$ cat src/rtl/mlp_pkg.sv
package mlp_pkg;

    localparam int PIX_W = 8;
    localparam int WGT_W = 12;
    localparam int ACT_W = 8;

    typedef enum logic [1:0] {
        ST_IDLE = 2'd0,
        ST_HID  = 2'd1,
        ST_OUT  = 2'd2
    } eng_state_e;

    // operands of the single multiply-accumulate
    typedef struct packed {
        logic signed [PIX_W:0]   opnd;
        logic signed [WGT_W-1:0] wgt;
    } mac_in_t;

    function automatic int max2(int a, int b);
        return (a > b) ? a : b;
    endfunction

    // weight stored at one ROM address
    function automatic logic signed [WGT_W-1:0] weight_fn(int addr, int mul, int add);
        int raw;
        raw = (addr * mul + add) % (1 << WGT_W);
        return WGT_W'(raw);
    endfunction

    // tanh-like squashing curve for one table slot
    function automatic logic signed [ACT_W-1:0] squash_fn(int x);
        int mag;
        mag = (x < 0) ? -x : x;
        return ACT_W'((127 * x) / (mag + 32));
    endfunction

endpackage

$ cat src/rtl/mlp_inbuf.sv
module mlp_inbuf
    import mlp_pkg::*;
#(
    parameter int K     = 8,
    parameter int IDX_W = 3
) (
    input  logic             clk,
    input  logic             rst,
    input  logic             in_valid,
    input  logic [PIX_W-1:0] in_data,
    output logic             in_ready,
    input  logic [IDX_W-1:0] rd_idx,
    output logic [PIX_W-1:0] rd_data,
    output logic             bank_ready,
    input  logic             release_i
);

    logic [PIX_W-1:0] bank_q [2][K];
    logic [1:0]       full_q;
    logic             fill_bank_q;
    logic             run_bank_q;
    logic [IDX_W-1:0] fill_idx_q;
    logic             wr_en;
    logic             fill_last;

    assign in_ready   = !full_q[fill_bank_q];
    assign wr_en      = in_valid && in_ready;
    assign fill_last  = (fill_idx_q == IDX_W'(K - 1));
    assign bank_ready = full_q[run_bank_q];
    assign rd_data    = bank_q[run_bank_q][rd_idx];

    always_ff @(posedge clk) begin
        if (wr_en) begin
            bank_q[fill_bank_q][fill_idx_q] <= in_data;
        end
    end

    always_ff @(posedge clk) begin
        if (rst) begin
            full_q      <= '0;
            fill_bank_q <= 1'b0;
            run_bank_q  <= 1'b0;
            fill_idx_q  <= '0;
        end else begin
            if (wr_en) begin
                if (fill_last) begin
                    full_q[fill_bank_q] <= 1'b1;
                    fill_bank_q         <= ~fill_bank_q;
                    fill_idx_q          <= '0;
                end else begin
                    fill_idx_q <= fill_idx_q + 1'b1;
                end
            end
            if (release_i) begin
                full_q[run_bank_q] <= 1'b0;
                run_bank_q         <= ~run_bank_q;
            end
        end
    end


    release_full_chk: assert property (@(posedge clk) disable iff (rst)
        release_i |-> full_q[run_bank_q]);


    bank_swap_chk: assert property (@(posedge clk) disable iff (rst)
        (wr_en && fill_last) |=> (fill_bank_q != $past(fill_bank_q)));

endmodule

$ cat src/rtl/mlp_weight_rom.sv
module mlp_weight_rom
    import mlp_pkg::*;
#(
    parameter int DEPTH  = 40,
    parameter int ADDR_W = 6,
    parameter int WMUL   = 1237,
    parameter int WADD   = 411
) (
    input  logic [ADDR_W-1:0]       addr_i,
    output logic signed [WGT_W-1:0] wgt_o
);

    logic signed [WGT_W-1:0] rom [DEPTH];

    for (genvar g = 0; g < DEPTH; g++) begin : g_rom
        assign rom[g] = weight_fn(g, WMUL, WADD);
    end

    assign wgt_o = rom[addr_i];

endmodule

$ cat src/rtl/mlp_act_lut.sv
module mlp_act_lut
    import mlp_pkg::*;
#(
    parameter int ACC_W = 25,
    parameter int SHIFT = 14
) (
    input  logic signed [ACC_W-1:0] sum_i,
    output logic signed [ACT_W-1:0] act_o
);

    localparam int LUT_N = 1 << ACT_W;
    localparam logic signed [ACC_W-1:0] SAT_HI = ACC_W'((1 << (ACT_W - 1)) - 1);
    localparam logic signed [ACC_W-1:0] SAT_LO = ACC_W'(-(1 << (ACT_W - 1)));

    logic signed [ACT_W-1:0] lut [LUT_N];
    logic signed [ACC_W-1:0] shifted;
    logic signed [ACT_W-1:0] idx_s;

    for (genvar g = 0; g < LUT_N; g++) begin : g_lut
        assign lut[g] = squash_fn(g - LUT_N / 2);
    end

    assign shifted = sum_i >>> SHIFT;

    always_comb begin
        if (shifted > SAT_HI) begin
            idx_s = SAT_HI[ACT_W-1:0];
        end else if (shifted < SAT_LO) begin
            idx_s = SAT_LO[ACT_W-1:0];
        end else begin
            idx_s = shifted[ACT_W-1:0];
        end
    end

    // offset-binary table address: flip the sign bit
    assign act_o = lut[{~idx_s[ACT_W-1], idx_s[ACT_W-2:0]}];

endmodule

$ cat src/rtl/mlp_mac_core.sv
module mlp_mac_core
    import mlp_pkg::*;
#(
    parameter int K      = 8,
    parameter int H      = 4,
    parameter int M      = 2,
    parameter int ACC_W  = 25,
    parameter int ADDR_W = 6,
    parameter int IDX_W  = 3
) (
    input  logic                    clk,
    input  logic                    rst,
    input  logic                    buf_ready,
    output logic                    release_o,
    output logic [IDX_W-1:0]        rd_idx_o,
    input  logic [PIX_W-1:0]        rd_data,
    output logic [ADDR_W-1:0]       waddr_o,
    input  logic signed [WGT_W-1:0] wgt_i,
    output logic signed [ACC_W-1:0] mac_sum_o,
    input  logic signed [ACT_W-1:0] act_i,
    output logic                    run_start_o,
    output logic                    done_o,
    output logic [M*ACT_W-1:0]      score_o
);

    localparam int MAX_T  = max2(K, H);
    localparam int TERM_W = $clog2(MAX_T);
    localparam int NODE_W = $clog2(max2(H, M));
    localparam int HID_IW = $clog2(H);

    eng_state_e              state_q;
    logic [TERM_W-1:0]       term_q;
    logic [NODE_W-1:0]       node_q;
    logic [ADDR_W-1:0]       waddr_q;
    logic signed [ACC_W-1:0] acc_q;
    logic signed [ACT_W-1:0] hid_q [H];
    logic [M*ACT_W-1:0]      out_q;
    logic [M*ACT_W-1:0]      out_next;
    logic [M*ACT_W-1:0]      score_q;
    logic                    run_start_q;
    logic                    done_q;

    mac_in_t                 op;
    logic signed [ACC_W-1:0] prod;
    logic                    term_last;
    logic                    node_last;
    logic [HID_IW-1:0]       hidx;

    assign hidx     = term_q[HID_IW-1:0];
    assign rd_idx_o = term_q[IDX_W-1:0];
    assign waddr_o  = waddr_q;

    // operand select: unsigned input byte or signed hidden activation
    always_comb begin
        if (state_q == ST_HID) begin
            op.opnd = {1'b0, rd_data};
        end else begin
            op.opnd = {hid_q[hidx][ACT_W-1], hid_q[hidx]};
        end
        op.wgt = wgt_i;
    end

    assign prod      = ACC_W'($signed(op.opnd)) * ACC_W'($signed(op.wgt));
    assign mac_sum_o = acc_q + prod;

    always_comb begin
        if (state_q == ST_HID) begin
            term_last = (term_q == TERM_W'(K - 1));
            node_last = (node_q == NODE_W'(H - 1));
        end else begin
            term_last = (term_q == TERM_W'(H - 1));
            node_last = (node_q == NODE_W'(M - 1));
        end
    end

    assign release_o = (state_q == ST_OUT) && term_last && node_last;

    always_comb begin
        for (int m = 0; m < M; m++) begin
            out_next[m*ACT_W +: ACT_W] = (node_q == NODE_W'(m)) ? act_i
                                                                : out_q[m*ACT_W +: ACT_W];
        end
    end

    always_ff @(posedge clk) begin
        if (rst) begin
            state_q     <= ST_IDLE;
            term_q      <= '0;
            node_q      <= '0;
            waddr_q     <= '0;
            acc_q       <= '0;
            out_q       <= '0;
            score_q     <= '0;
            run_start_q <= 1'b0;
            done_q      <= 1'b0;
            for (int j = 0; j < H; j++) begin
                hid_q[j] <= '0;
            end
        end else begin
            run_start_q <= 1'b0;
            done_q      <= 1'b0;
            case (state_q)
                ST_IDLE: begin
                    if (buf_ready) begin
                        state_q     <= ST_HID;
                        run_start_q <= 1'b1;
                        term_q      <= '0;
                        node_q      <= '0;
                        waddr_q     <= '0;
                        acc_q       <= '0;
                    end
                end
                ST_HID, ST_OUT: begin
                    waddr_q <= waddr_q + 1'b1;
                    if (term_last) begin
                        acc_q  <= '0;
                        term_q <= '0;
                        if (state_q == ST_HID) begin
                            hid_q[node_q[HID_IW-1:0]] <= act_i;
                        end else begin
                            out_q <= out_next;
                        end
                        if (node_last) begin
                            node_q <= '0;
                            if (state_q == ST_HID) begin
                                state_q <= ST_OUT;
                            end else begin
                                state_q <= ST_IDLE;
                                done_q  <= 1'b1;
                                score_q <= out_next;
                            end
                        end else begin
                            node_q <= node_q + 1'b1;
                        end
                    end else begin
                        acc_q  <= mac_sum_o;
                        term_q <= term_q + 1'b1;
                    end
                end
                default: state_q <= ST_IDLE;
            endcase
        end
    end

    assign run_start_o = run_start_q;
    assign done_o      = done_q;
    assign score_o     = score_q;


    hid_before_out_chk: assert property (@(posedge clk) disable iff (rst)
        (state_q == ST_OUT) |-> ($past(state_q) != ST_IDLE));


    done_pulse_chk: assert property (@(posedge clk) disable iff (rst)
        done_q |=> !done_q);


    start_done_excl_chk: assert property (@(posedge clk) disable iff (rst)
        !(run_start_q && done_q));


    score_hold_chk: assert property (@(posedge clk) disable iff (rst)
        !done_q |-> $stable(score_q));

endmodule

$ cat src/rtl/mlp_engine.sv
module mlp_engine
    import mlp_pkg::*;
#(
    parameter int PIX   = 4,
    parameter int HID   = 4,
    parameter int OUTN  = 2,
    parameter int SHIFT = 14,
    parameter int WMUL  = 1237,
    parameter int WADD  = 411
) (
    input  logic                  clk,
    input  logic                  rst,
    input  logic                  in_valid,
    input  logic [7:0]            in_data,
    output logic                  in_ready,
    output logic                  run_start,
    output logic                  done,
    output logic [OUTN*8-1:0]     score
);

    localparam int K         = 2 * PIX;
    localparam int MAX_T     = max2(K, HID);
    localparam int ACC_W     = PIX_W + 1 + WGT_W + $clog2(MAX_T) + 1;
    localparam int ROM_DEPTH = K * HID + HID * OUTN;
    localparam int ADDR_W    = $clog2(ROM_DEPTH);
    localparam int IDX_W     = $clog2(K);

    logic                    bank_ready;
    logic                    release_w;
    logic [IDX_W-1:0]        rd_idx;
    logic [PIX_W-1:0]        rd_data;
    logic [ADDR_W-1:0]       waddr;
    logic signed [WGT_W-1:0] wgt;
    logic signed [ACC_W-1:0] mac_sum;
    logic signed [ACT_W-1:0] act;

    mlp_inbuf #(.K(K), .IDX_W(IDX_W)) u_inbuf (
        .clk        (clk),
        .rst        (rst),
        .in_valid   (in_valid),
        .in_data    (in_data),
        .in_ready   (in_ready),
        .rd_idx     (rd_idx),
        .rd_data    (rd_data),
        .bank_ready (bank_ready),
        .release_i  (release_w)
    );

    mlp_weight_rom #(
        .DEPTH  (ROM_DEPTH),
        .ADDR_W (ADDR_W),
        .WMUL   (WMUL),
        .WADD   (WADD)
    ) u_rom (
        .addr_i (waddr),
        .wgt_o  (wgt)
    );

    mlp_act_lut #(.ACC_W(ACC_W), .SHIFT(SHIFT)) u_lut (
        .sum_i (mac_sum),
        .act_o (act)
    );

    mlp_mac_core #(
        .K      (K),
        .H      (HID),
        .M      (OUTN),
        .ACC_W  (ACC_W),
        .ADDR_W (ADDR_W),
        .IDX_W  (IDX_W)
    ) u_core (
        .clk         (clk),
        .rst         (rst),
        .buf_ready   (bank_ready),
        .release_o   (release_w),
        .rd_idx_o    (rd_idx),
        .rd_data     (rd_data),
        .waddr_o     (waddr),
        .wgt_i       (wgt),
        .mac_sum_o   (mac_sum),
        .act_i       (act),
        .run_start_o (run_start),
        .done_o      (done),
        .score_o     (score)
    );

endmodule

$ cat config.mk
export PLATFORM = sky130hd
export DESIGN_NAME = mlp_engine
export DESIGN_NICKNAME = d
export VERILOG_FILES = /design/src/rtl/mlp_pkg.sv /design/src/rtl/mlp_inbuf.sv /design/src/rtl/mlp_weight_rom.sv /design/src/rtl/mlp_act_lut.sv /design/src/rtl/mlp_mac_core.sv /design/src/rtl/mlp_engine.sv
export SDC_FILE = /design/constraint.sdc
export NUM_CORES = 1
export LEC_CHECK = 0
export BUFFER_PORTS_ARGS = -buffer_cell sky130_fd_sc_hd__buf_2
export CAP_MARGIN = 10
export CORE_MARGIN = 5
export CORE_UTILIZATION = 40
export DETAILED_ROUTE_END_ITERATION = 8
export PLACE_DENSITY = 0.59
export SLEW_MARGIN = 5
export SYNTH_ARGS = -nofsm -noshare
export SYNTH_HDL_FRONTEND = slang
export SYNTH_SLANG_ARGS = --single-unit
$ cat constraint.sdc
create_clock -name clk -period 12.6 [get_ports clk]
set_input_delay 0 -clock clk [delete_from_list [all_inputs] [get_ports clk]]
set_output_delay 0 -clock clk [all_outputs]
set_load 0.02 [all_outputs]
==> out/qor_table.md, run 1 <==
| Result | This run | Unit |
| --- | --- | --- |
| Post-route standard cell area excluding fillers | 0.0195 | mm^2 |
| Worst reg-to-reg setup slack | 1.05 | ns |
| Synthesized netlist net count | 1,978 | - |
| Total setup buffers inserted after CTS | 0 | - |
| Clock tree from TritonCTS | built | - |
| Ratio of routed vias to standard cells | 5.77 | - |
| Number of buffers and inverters on the critical path | 8 | - |
| Path depth of the worst reg2reg path | 39 | - |
| Max Buffers Root-to-Sink | 3 | - |
| Diodes inserted | 0 | - |
| Time the worst path needs with I/O delays and setup | 11.55 | ns |
| Hold path endpoint | u_core.score_o[6]$_SDFFE_PP0P_ | - |
| Initial antenna violation count | 0 | - |
| Synth warnings | 0 | - |
| FF-to-FF End | u_core.hid_q[2][0]$_SDFFCE_PN0P_ | - |
| Routed via count | 13,618 | - |
| Number of storage elements in the synthesis netlist | 242 | - |
| IO buf count | 29 | - |
| HPWL after detailed placement | 35,300 | um |
| Htree depth | 1 | - |
| Post-synth EDFFs | 160 | - |
| Clock Latency Late Sink | 0.56 | ns |
| DRC errors left | 0 | - |
| Placed cell areas | 0.0185 | mm^2 |
| Instance count of the mapped netlist | 1,761 | - |
| Pin count of the biggest net entering global routing | 63 | - |
| Hold Startpoint | rst | - |
| Final hold viol count | 0 | - |
| Number of violations reported at the end of detailed-routing iteration 0 | 1,316 | - |
| Kind of cell with the highest combined delay on the critical path | adder cells | - |
| Reg-to-Reg Start | u_core.waddr_o[0]$_SDFFE_PP0P_ | - |
| Post-synthesis cell type count | 96 | - |
| Fraction of registers with async set or reset after synthesis | 0 | % |
| Biggest fanout along the worst timing path | 22 | - |
| Final clock period utilization by the worst path | 91.6 | % |
| Remaining global-route overflow | 0 | - |
| Multi-input gate area | 0.0104 | mm^2 |
| Detailed-route wire length per cell | 21.0 | um |
| Summed instance area of the synthesized netlist | 0.0178 | mm^2 |
| Final setup violation count | 0 | - |
| Max-capacitance violation count | 0 | - |
| Vertical die dimension | 221 | um |
| Vias in the first global route | 13,603 | - |
| Total Routed Length | 49,500 | um |
| Total Die Area | 0.0489 | mm^2 |
| Clock Skews | 0.0276 | ns |
| RSZ-0062 raised after global routing | no | - |
| Count of pins over their slew limit | 0 | - |
| CP endpoint kind | flop | - |
| Number of top-level design ports | 30 | - |
| Starting density of the core | 40.4 | % |
| Cell Rows | 77 | - |
| Critical path class | reg2reg | - |
| Post-synth top area cell | edfxtp_1 | - |
| First-pass DRT Iterations | 5 | - |
| Synth Flop Type | edfxtp_1 | - |
| Post-CTS clock slew at the launch and capture registers of the worst setup and hold paths | 0.06 | ns |
| Crit path arrival time | 11.83 | ns |
| Cells taking the most area after synthesis | edfxtp_1, fa_1, dfxtp_1 | - |
| Worst min path class | in2reg | - |
| Combined flip-flop and latch cell area | 0.00645 | mm^2 |
| Clock root cell | clkbuf_16 | - |
| Fraction of synthesized cell area taken by the top area cell type | 26.9 | % |
| Relative slew margins | 22.1 | % |
| Slew at the pin closest to its max-slew limit | 1.16 | ns |
| Number of cells on the worst hold path | 3 | - |
| Crit-path slowest cell | ha_1 | - |
| Core area | 0.0441 | mm^2 |
| Total Negative Setup Slacks | 0 | ns |
| Stage delay of the slowest cell on the critical path | 0.80 | ns |
| Critical path launch point type | flop | - |
| Mean cell area of the mapped netlist | 10.1 | um^2 |
| Width of the chip | 221 | um |
| Ratio of cells with drive above 1 in the final layout | 10.8 | % |
| Outcome | completed | - |
| GRT Total Usage | 19.7 | % |
| Clock buffers created by TritonCTS | 26 | - |
| Top achievable clock speed | 0.0866 | GHz |
| Required time worst endpoint | 12.88 | ns |
| Layout-stage area growth over the synthesis result | 9.50 | % |
| CTS Sinks | 242 | - |
| Routability congestion estimate from global placement | 0.943 | - |
| Number of filler instances in the final layout | 4,236 | - |
| First-pass GRT wire length | 78,100 | um |
| Antenna Nets Post-Route | 0 | - |
| Nets | 1,964 | - |
| Share of synthesized area occupied by flip-flops and latches | 36.1 | % |
| Crit-path most repeated cell | inv_1 | - |
## state kept, by name, summed over array words and instances (netlist names), named ones only
register             cells
u_core.run_start_o       1
u_core.score_o          16
u_core.waddr_o           6
u_core.out_q            16
u_core.rd_idx_o          3
u_inbuf.full_q           2
u_core.node_q            2
u_inbuf.fill_bank_q      1
u_core.acc_q            25
u_inbuf.bank_q         128
u_inbuf.run_bank_q       1
u_core.done_o            1
u_inbuf.fill_idx_q       3
u_core.hid_q            32
u_core.state_q           2
## worst max path at each step
stage                                         startpoint                                to  cells past startpoint
after floorplan                                     flop  u_core.hid_q[1][2]$_SDFFCE_PN0P_                     38
after global placement                              flop  u_core.hid_q[0][0]$_SDFFCE_PN0P_                     30
after detailed placement  u_core.waddr_o[0]$_SDFFE_PP0P_  u_core.hid_q[2][0]$_SDFFCE_PN0P_                     39
after CTS                 u_core.waddr_o[0]$_SDFFE_PP0P_  u_core.hid_q[2][0]$_SDFFCE_PN0P_                     39
after global routing      u_core.waddr_o[0]$_SDFFE_PP0P_  u_core.hid_q[2][0]$_SDFFCE_PN0P_                     36
final                     u_core.waddr_o[0]$_SDFFE_PP0P_  u_core.hid_q[2][0]$_SDFFCE_PN0P_                     39
## worst reg2reg max path, delay by kind of cell, from the launching register on
kind | cells | cell delay, ns
buf+inv | 8 | 0.90
compound gates | 12 | 3.55
flops | 1 | 0.61
fa+ha+maj | 8 | 4.16
simple gates | 11 | 2.08
## cell families (layout without fill, tap and decap cells)
kind of cell	Yosys count	in the layout	synth area share, %
simple gates	514	514	13.4
compound gates	409	409	15.6
buf+inv	281	287	6.12
flops	242	242	36.1
fa+ha+maj	206	206	19.5
mux	73	73	7.46
xor+xnor	36	36	1.81
## layout by cell type (no fill, tap or decap), types with 10 or more instances in the layout
cell,netlist,final
o21ai_0,59,59
buf_4,1,23
o22ai_1,13,13
and2_1,23,23
nand2b_1,15,15
mux4_2,47,47
o211ai_1,14,14
nor3_1,22,17
nand3_1,35,35
xnor2_1,18,16
a21oi_1,99,99
a22oi_1,33,33
nand4_1,10,10
a21o_1,19,19
ha_1,87,87
dfxtp_1,82,81
a31oi_1,30,30
inv_1,176,176
edfxtp_1,160,160
fa_1,119,119
buf_2,21,29
mux2i_1,17,16
clkbuf_16,0,27
nand2_1,156,156
xor2_1,17,17
a211oi_1,22,22
nor2b_1,25,25
nor2_1,179,178
o21ai_1,29,29
## area by class of cell
| cell class | count | area share [%] |
|---|---|---|
| Multi-Input combinational cell | 1238 | 53.0 |
| Sequential cell | 242 | 33.0 |
| Tap cell | 592 | 3.79 |
| Clock buffer | 34 | 3.75 |
| Inverter | 178 | 3.42 |
| Timing Repair Buffer | 61 | 2.09 |
| Clock inverter | 14 | 0.954 |
## routing by layer
| metal | vias to the layer above | share of wire, % | GRT usage, % |
|---|---|---|---|
| met2 | 516 | 46 | 31.7 |
| met1 | 6779 | 44 | 28.5 |
| met4 | 0 | 2.5 | 4.76 |
| met5 | - | 0 | 0 |
| li1 | 6239 | - | - |
| met3 | 84 | 7.1 | 2.78 |
## per-stage QoR
stage	util (%)	std cells	setup slack, ns	hold slack [ns]
4_1_cts	44.3	2359	1.25	0.0922
5_1_grt	44.3	2359	0.0466	0.119
2_1_floorplan	-	1761	2.30	0.0989
3_5_place_dp	42.0	2302	1.30	0.383
6_report	44.3	2359	1.05	0.0984
3_3_place_gp	42.0	2302	1.61	0.366
## timing repair
action,4_1_cts,5_1_grt
resized for setup,0,0
hold buffers,9,0
endpoints found under the hold margin,134,0
## cells in the mapped netlist (4+ instances only)
master,number
nor2_1,179
inv_1,176
edfxtp_1,160
nand2_1,156
fa_1,119
a21oi_1,99
ha_1,87
dfxtp_1,82
clkbuf_1,69
o21ai_0,59
mux4_2,47
nand3_1,35
a22oi_1,33
a31oi_1,30
o21ai_1,29
nor2b_1,25
and2_1,23
a211oi_1,22
nor3_1,22
buf_2,21
a21o_1,19
xnor2_1,18
mux2i_1,17
xor2_1,17
nand2b_1,15
o211ai_1,14
o22ai_1,13
buf_1,11
nand4_1,10
and3_1,9
mux2_2,9
nor4b_1,8
o221ai_1,8
a311oi_1,7
o31ai_1,6
a211o_1,5
nor4_1,5
o21a_1,5
a221oi_1,4
or3_1,4
Power of run 1 is left out: the tool's default activity adds up to more than one toggle a clock period on the data nets, which glitch-free logic cannot reach.
==> run 2: changes to the inputs <==
--- a/config.mk
+++ b/config.mk
@@ -10,7 +10,6 @@
 export CORE_MARGIN = 5
 export CORE_UTILIZATION = 40
 export DETAILED_ROUTE_END_ITERATION = 8
-export PLACE_DENSITY = 0.59
 export SLEW_MARGIN = 5
 export SYNTH_ARGS = -nofsm -noshare
 export SYNTH_HDL_FRONTEND = slang
==> out/qor_table.md, run 2 (synthesis gave the netlist of run 1 again) <==
| Result | This run | Unit | Delta |
| --- | --- | --- | --- |
| Total Negative Setup Slacks | 0 | ns | unchanged |
| Final setup violation count | 0 | - | unchanged |
| Slew at the pin closest to its max-slew limit | 1.20 | ns | was 1.16 ns |
| Antenna Nets Post-Route | 0 | - | unchanged |
| Max-capacitance violation count | 0 | - | unchanged |
| Ratio of cells with drive above 1 in the final layout | 10.4 | % | was 10.8% |
| CTS Sinks | 242 | - | unchanged |
| Htree depth | 1 | - | unchanged |
| Most common cell after layout, fill and taps aside | nor2_1 | - | unchanged |
| Final clock period utilization by the worst path | 90.3 | % | was 91.6% |
| Worst reg-to-reg setup slack | 1.22 | ns | was 1.05 ns |
| Vertical die dimension | 221 | um | unchanged |
| Cell Rows | 77 | - | unchanged |
| Clock buffers created by TritonCTS | 26 | - | unchanged |
| Stage delay of the slowest cell on the critical path | 0.79 | ns | was 0.80 ns |
| Top reg by flops | u_inbuf.bank_q | - | unchanged |
| First-pass GRT wire length | 78,700 | um | was 78,100 um |
| Number of cells on the worst hold path | 3 | - | unchanged |
| Clock tree from TritonCTS | built | - | unchanged |
| Max Buffers Root-to-Sink | 3 | - | unchanged |
| Crit-path most repeated cell | inv_1 | - | unchanged |
| Nets | 1,961 | - | was 1,964 |
| IO buf count | 29 | - | unchanged |
| Outcome | completed | - | unchanged |
| GRT Total Usage | 19.8 | % | was 19.7% |
| Number of violations reported at the end of detailed-routing iteration 0 | 1,229 | - | was 1,316 |
| Clock Skews | 0.0148 | ns | was 0.0276 ns |
| Path depth of the worst reg2reg path | 36 | - | was 39 |
| Post-CTS clock slew at the launch and capture registers of the worst setup and hold paths | 0.06 | ns | about the same |
| Leading cell types in the layout, fill and taps excluded | nor2_1, inv_1, edfxtp_1, nand2_1, fa_1 | - | unchanged |
| Ratio of routed vias to standard cells | 5.75 | - | was 5.77 |
| Critical path launch point type | flop | - | unchanged |
| Crit-path slowest cell | ha_1 | - | unchanged |
| First-pass DRT Iterations | 5 | - | unchanged |
| Core area | 0.0441 | mm^2 | unchanged |
| Initial antenna violation count | 0 | - | unchanged |
| Top achievable clock speed | 0.0879 | GHz | was 0.0866 GHz |
| Time the worst path needs with I/O delays and setup | 11.38 | ns | was 11.55 ns |
| Worst min path class | in2reg | - | unchanged |
| FF-to-FF End | u_core.hid_q[1][0]$_SDFFCE_PN0P_ | - | was u_core.hid_q[2][0]$_SDFFCE_PN0P_ |
| Relative slew margins | 20.1 | % | was 22.1% |
| Width of the chip | 221 | um | unchanged |
| Hold path endpoint | u_core.score_o[6]$_SDFFE_PP0P_ | - | unchanged |
| Required time worst endpoint | 12.87 | ns | was 12.88 ns |
| Pin count of the biggest net entering global routing | 64 | - | was 63 |
| Max reg flops | 128 | - | unchanged |
| HPWL after detailed placement | 34,800 | um | was 35,300 um |
| Registers with the most flip-flops | u_inbuf.bank_q: 128 flops, u_core.hid_q: 32 flops, u_core.acc_q: 25 flops | - | unchanged |
| Total Die Area | 0.0489 | mm^2 | unchanged |
| Crit path arrival time | 11.65 | ns | was 11.83 ns |
| RSZ-0062 raised after global routing | no | - | unchanged |
| Vias in the first global route | 13,731 | - | was 13,603 |
| Post-cts resize count | 0 | - | unchanged |
| Critical path class | reg2reg | - | unchanged |
| Biggest fanout along the worst timing path | 22 | - | unchanged |
| Kind of cell with the highest combined delay on the critical path | adder cells | - | unchanged |
| Number of buffers and inverters on the critical path | 7 | - | was 8 |
| Remaining global-route overflow | 0 | - | unchanged |
| Starting density of the core | 40.4 | % | unchanged |
| Clock root cell | clkbuf_16 | - | unchanged |
| Reg-to-Reg Start | u_core.waddr_o[0]$_SDFFE_PP0P_ | - | unchanged |
| Clock Latency Late Sink | 0.56 | ns | about the same |
| Diodes inserted | 0 | - | unchanged |
| Layout-stage area growth over the synthesis result | 8.96 | % | was 9.50% |
| Final hold viol count | 0 | - | unchanged |
| Routed via count | 13,539 | - | was 13,618 |
| Number of top-level design ports | 30 | - | unchanged |
| Total Routed Length | 48,800 | um | was 49,500 um |
| Count of pins over their slew limit | 0 | - | unchanged |
| Routability congestion estimate from global placement | 0.958 | - | was 0.943 |
| Hold Startpoint | rst | - | unchanged |
| DRC errors left | 0 | - | unchanged |
| CP endpoint kind | flop | - | unchanged |
| Detailed-route wire length per cell | 20.7 | um | was 21.0 um |
## run 2: cell count changes in the layout (fill, tap and decap cells not counted), moves of 2 or more
cell | before | now
clkbuf_1 | 4 | 2
clkinv_1 | 3 | 9
clkinvlp_4 | 3 | 1
clkbuf_8 | 3 | 0
buf_4 | 23 | 20
clkinv_2 | 2 | 4
## run 2: worst register-to-register path: cells and delay by family, from the launching register on
kind	cells	cell delay, ns
buffers and inverters	7	1.06
adders and majority gates	8	4.37
and+or+nand+nor	11	2.28
DFF	1	0.62
AOI/OAI and AO/OA	10	2.80
## run 2: how the worst max path moves through the flow
stage	slack, ns	depth (start not counted)	end	from
detailed placement	1.36	36	u_core.hid_q[1][0]$_SDFFCE_PN0P_	u_core.waddr_o[0]$_SDFFE_PP0P_
CTS	1.30	33	u_core.hid_q[1][0]$_SDFFCE_PN0P_	flop
global route	0.43	36	u_core.hid_q[1][0]$_SDFFCE_PN0P_	u_core.waddr_o[0]$_SDFFE_PP0P_
global placement	1.53	33	u_core.hid_q[0][0]$_SDFFCE_PN0P_	flop
finish	1.22	36	u_core.hid_q[1][0]$_SDFFCE_PN0P_	u_core.waddr_o[0]$_SDFFE_PP0P_
floorplan	2.30	38	u_core.hid_q[1][2]$_SDFFCE_PN0P_	flop
## run 2: per-layer routing
layer | vias up | GRT usage [%] | part of all wire (%)
met5 | - | 0 | 0
met4 | 0 | 4.68 | 2.4
met3 | 80 | 3.01 | 6.7
met2 | 450 | 31.3 | 46
met1 | 6783 | 29.0 | 45
li1 | 6226 | - | -
## run 2: timing repair
action                    in CTS  in global routing
hold endpoints to repair     134                  0
hold buffers                   9                  0
setup buffers                  0                  0
## run 2: layout make-up
| class | count | area [um^2] |
|---|---|---|
| clock buffer | 28 | 658 |
| tap | 592 | 741 |
| multi-input combinational | 1238 | 10400 |
| sequential | 242 | 6450 |
| clock inverter | 20 | 185 |
| inverter | 178 | 668 |
| fill | 4268 | 24700 |
| timing repair buffer | 58 | 385 |
## run 2: metrics by stage
| step | instance area [um^2] | instances | setup WS (ns) | hold slack (ns) | utilization, % |
|---|---|---|---|---|---|
| 4_1_cts | 19400 | 2355 | 1.30 | 0.0737 | 44.0 |
| 3_5_place_dp | 18500 | 2298 | 1.36 | 0.382 | 41.9 |
| 3_3_place_gp | 18500 | 2298 | 1.53 | 0.365 | 41.9 |
| 5_1_grt | 19400 | 2356 | 0.426 | 0.119 | 44.1 |
| 2_1_floorplan | 17800 | 1761 | 2.30 | 0.0989 | - |
| 6_report | 19400 | 2356 | 1.22 | 0.0907 | 44.1 |
Power of run 2 is left out for the same reason.
==> run 3: changes to the inputs <==
--- a/config.mk
+++ b/config.mk
@@ -7,9 +7,11 @@
 export LEC_CHECK = 0
 export BUFFER_PORTS_ARGS = -buffer_cell sky130_fd_sc_hd__buf_2
 export CAP_MARGIN = 10
+export CORE_ASPECT_RATIO = 0.7
 export CORE_MARGIN = 5
 export CORE_UTILIZATION = 40
 export DETAILED_ROUTE_END_ITERATION = 8
+export PLACE_DENSITY = 0.59
 export SLEW_MARGIN = 5
 export SYNTH_ARGS = -nofsm -noshare
 export SYNTH_HDL_FRONTEND = slang
==> out/qor_table.md, run 3 (synthesis gave the netlist of run 1 again) <==
| Result | This run | Unit | Delta |
| --- | --- | --- | --- |
| Required time worst endpoint | 12.87 | ns | about the same |
| Total Negative Setup Slacks | 0 | ns | unchanged |
| Crit-path slowest cell | ha_1 | - | unchanged |
| Total setup buffers inserted after CTS | 0 | - | unchanged |
| DP Worst Slack | 1.23 | ns | was 1.36 ns |
| Count of pins over their slew limit | 0 | - | unchanged |
| Vertical die dimension | 187 | um | was 221 um |
| Nets | 1,964 | - | was 1,961 |
| Routability congestion estimate from global placement | 1.00 | - | was 0.958 |
| Clock root cell | clkbuf_16 | - | unchanged |
| Clock tree from TritonCTS | built | - | unchanged |
| Number of violations reported at the end of detailed-routing iteration 0 | 1,584 | - | was 1,229 |
| CP endpoint kind | flop | - | unchanged |
| Ratio of cells with drive above 1 in the final layout | 10.8 | % | was 10.4% |
| Antenna Nets Post-Route | 0 | - | unchanged |
| Final clock period utilization by the worst path | 90.1 | % | was 90.3% |
| Routed via count | 13,743 | - | was 13,539 |
| Critical path class | reg2reg | - | unchanged |
| Clock buffers created by TritonCTS | 23 | - | was 26 |
| HPWL after detailed placement | 37,100 | um | was 34,800 um |
| Clock Latency Late Sink | 0.55 | ns | was 0.56 ns |
| Placed cell count | 2,307 | - | was 2,298 |
| Crit path arrival time | 11.63 | ns | was 11.65 ns |
| Critical path launch point type | flop | - | unchanged |
| Total Routed Length | 50,700 | um | was 48,800 um |
| Max Buffers Root-to-Sink | 3 | - | unchanged |
| Max reg flops | 128 | - | unchanged |
| Starting density of the core | 40.7 | % | was 40.4% |
| Leading cell types in the layout, fill and taps excluded | nor2_1, inv_1, edfxtp_1, nand2_1, fa_1 | - | unchanged |
| Biggest fanout along the worst timing path | 25 | - | was 22 |
| IO buf count | 29 | - | unchanged |
| Vias in the first global route | 13,428 | - | was 13,731 |
| GRT Total Usage | 20.3 | % | was 19.8% |
| First-pass DRT Iterations | 5 | - | unchanged |
| Layout-stage area growth over the synthesis result | 9.17 | % | was 8.96% |
| Time the worst path needs with I/O delays and setup | 11.35 | ns | was 11.38 ns |
| Total Die Area | 0.0490 | mm^2 | was 0.0489 mm^2 |
| Cell Rows | 64 | - | was 77 |
| Final setup violation count | 0 | - | unchanged |
| Stage delay of the slowest cell on the critical path | 0.78 | ns | was 0.79 ns |
| Diodes inserted | 0 | - | unchanged |
| Most common cell after layout, fill and taps aside | nor2_1 | - | unchanged |
| Top achievable clock speed | 0.0881 | GHz | was 0.0879 GHz |
| Htree depth | 1 | - | unchanged |
| Slew at the pin closest to its max-slew limit | 1.13 | ns | was 1.20 ns |
| Pin count of the biggest net entering global routing | 64 | - | unchanged |
| Relative slew margins | 24.1 | % | was 20.1% |
| Worst min path class | in2reg | - | unchanged |
| Ratio of routed vias to standard cells | 5.83 | - | was 5.75 |
| Outcome | completed | - | unchanged |
| RSZ-0062 raised after global routing | no | - | unchanged |
| Width of the chip | 262 | um | was 221 um |
| DRC errors left | 0 | - | unchanged |
| Detailed-route wire length per cell | 21.5 | um | was 20.7 um |
| Remaining global-route overflow | 0 | - | unchanged |
| CTS Sinks | 242 | - | unchanged |
| Final hold viol count | 0 | - | unchanged |
| Clock Skews | 0.0172 | ns | was 0.0148 ns |
| Top reg by flops | u_inbuf.bank_q | - | unchanged |
| Registers with the most flip-flops | u_inbuf.bank_q: 128 flops, u_core.hid_q: 32 flops, u_core.acc_q: 25 flops | - | unchanged |
| First-pass GRT wire length | 79,900 | um | was 78,700 um |
| Initial antenna violation count | 1 | - | was 0 |
| Post-CTS clock slew at the launch and capture registers of the worst setup and hold paths | 0.07 | ns | was 0.06 ns |
| Core area | 0.0439 | mm^2 | was 0.0441 mm^2 |
| Crit-path most repeated cell | inv_1 | - | unchanged |
| Post-route setup slack | 1.25 | ns | was 1.22 ns |
| Non-filler cells in the finished layout | 2,358 | - | was 2,356 |
| Number of top-level design ports | 30 | - | unchanged |
| Max-capacitance violation count | 0 | - | unchanged |
==> run 3: repair_timing <==
action | CTS | global route
hold endpoints to repair | 133 | 0
resized for setup | 0 | 1
endpoints found under the setup margin | 0 | 6
hold buffers | 9 | 0
==> run 3: area by class of cell <==
type	instances	area, um^2
inverter	178	668
clock buffer	31	699
multi-input combinational	1238	10400
tap	594	743
sequential	242	6450
clock inverter	11	135
timing repair buffer	64	430
fill	4208	24400
==> run 3: worst paths after layout <==
path	slack, ns	depth (start not counted)	end	from
setup / recovery	1.25	37	u_core.hid_q[2][0]$_SDFFCE_PN0P_	u_core.waddr_o[0]$_SDFFE_PP0P_
hold / removal	0.10	3	u_inbuf.run_bank_q$_SDFFE_PP0P_	rst
setup reg to reg	1.25	37	u_core.hid_q[2][0]$_SDFFCE_PN0P_	u_core.waddr_o[0]$_SDFFE_PP0P_
hold reg to reg	0.47	2	u_core.out_q[2]$_SDFFE_PP0P_	u_core.out_q[2]$_SDFFE_PP0P_
==> run 3: metrics by stage <==
| step | area [um^2] | hold WS, ns | utilization, % |
|---|---|---|---|
| floorplan | 17800 | 0.0989 | - |
| global placement | 18500 | 0.383 | 42.3 |
| detailed placement | 18500 | 0.392 | 42.3 |
| CTS | 19500 | 0.0865 | 44.4 |
| global route | 19500 | 0.126 | 44.4 |
| finish | 19500 | 0.104 | 44.4 |
==> run 3: layer usage <==
metal / vias to the layer above / track usage [%] / wire length [um]
met5: - / 0 / 0
met4: 0 / 3.08 / 718
met3: 66 / 4.36 / 4860
met2: 627 / 28.8 / 21000
met1: 6812 / 32.4 / 24200
li1: 6238 / - / -
==> run 3: worst max-delay path: cells and delay by family (launching register included) <==
family	cells	cell delay (ns)
flip-flops	1	0.63
AND/OR/NAND/NOR	9	1.87
adder cells (fa/ha/maj)	8	4.23
AO/OA/AOI/OAI	14	3.75
buffers and inverters	6	0.58
Power of run 3 is left out for the same reason.
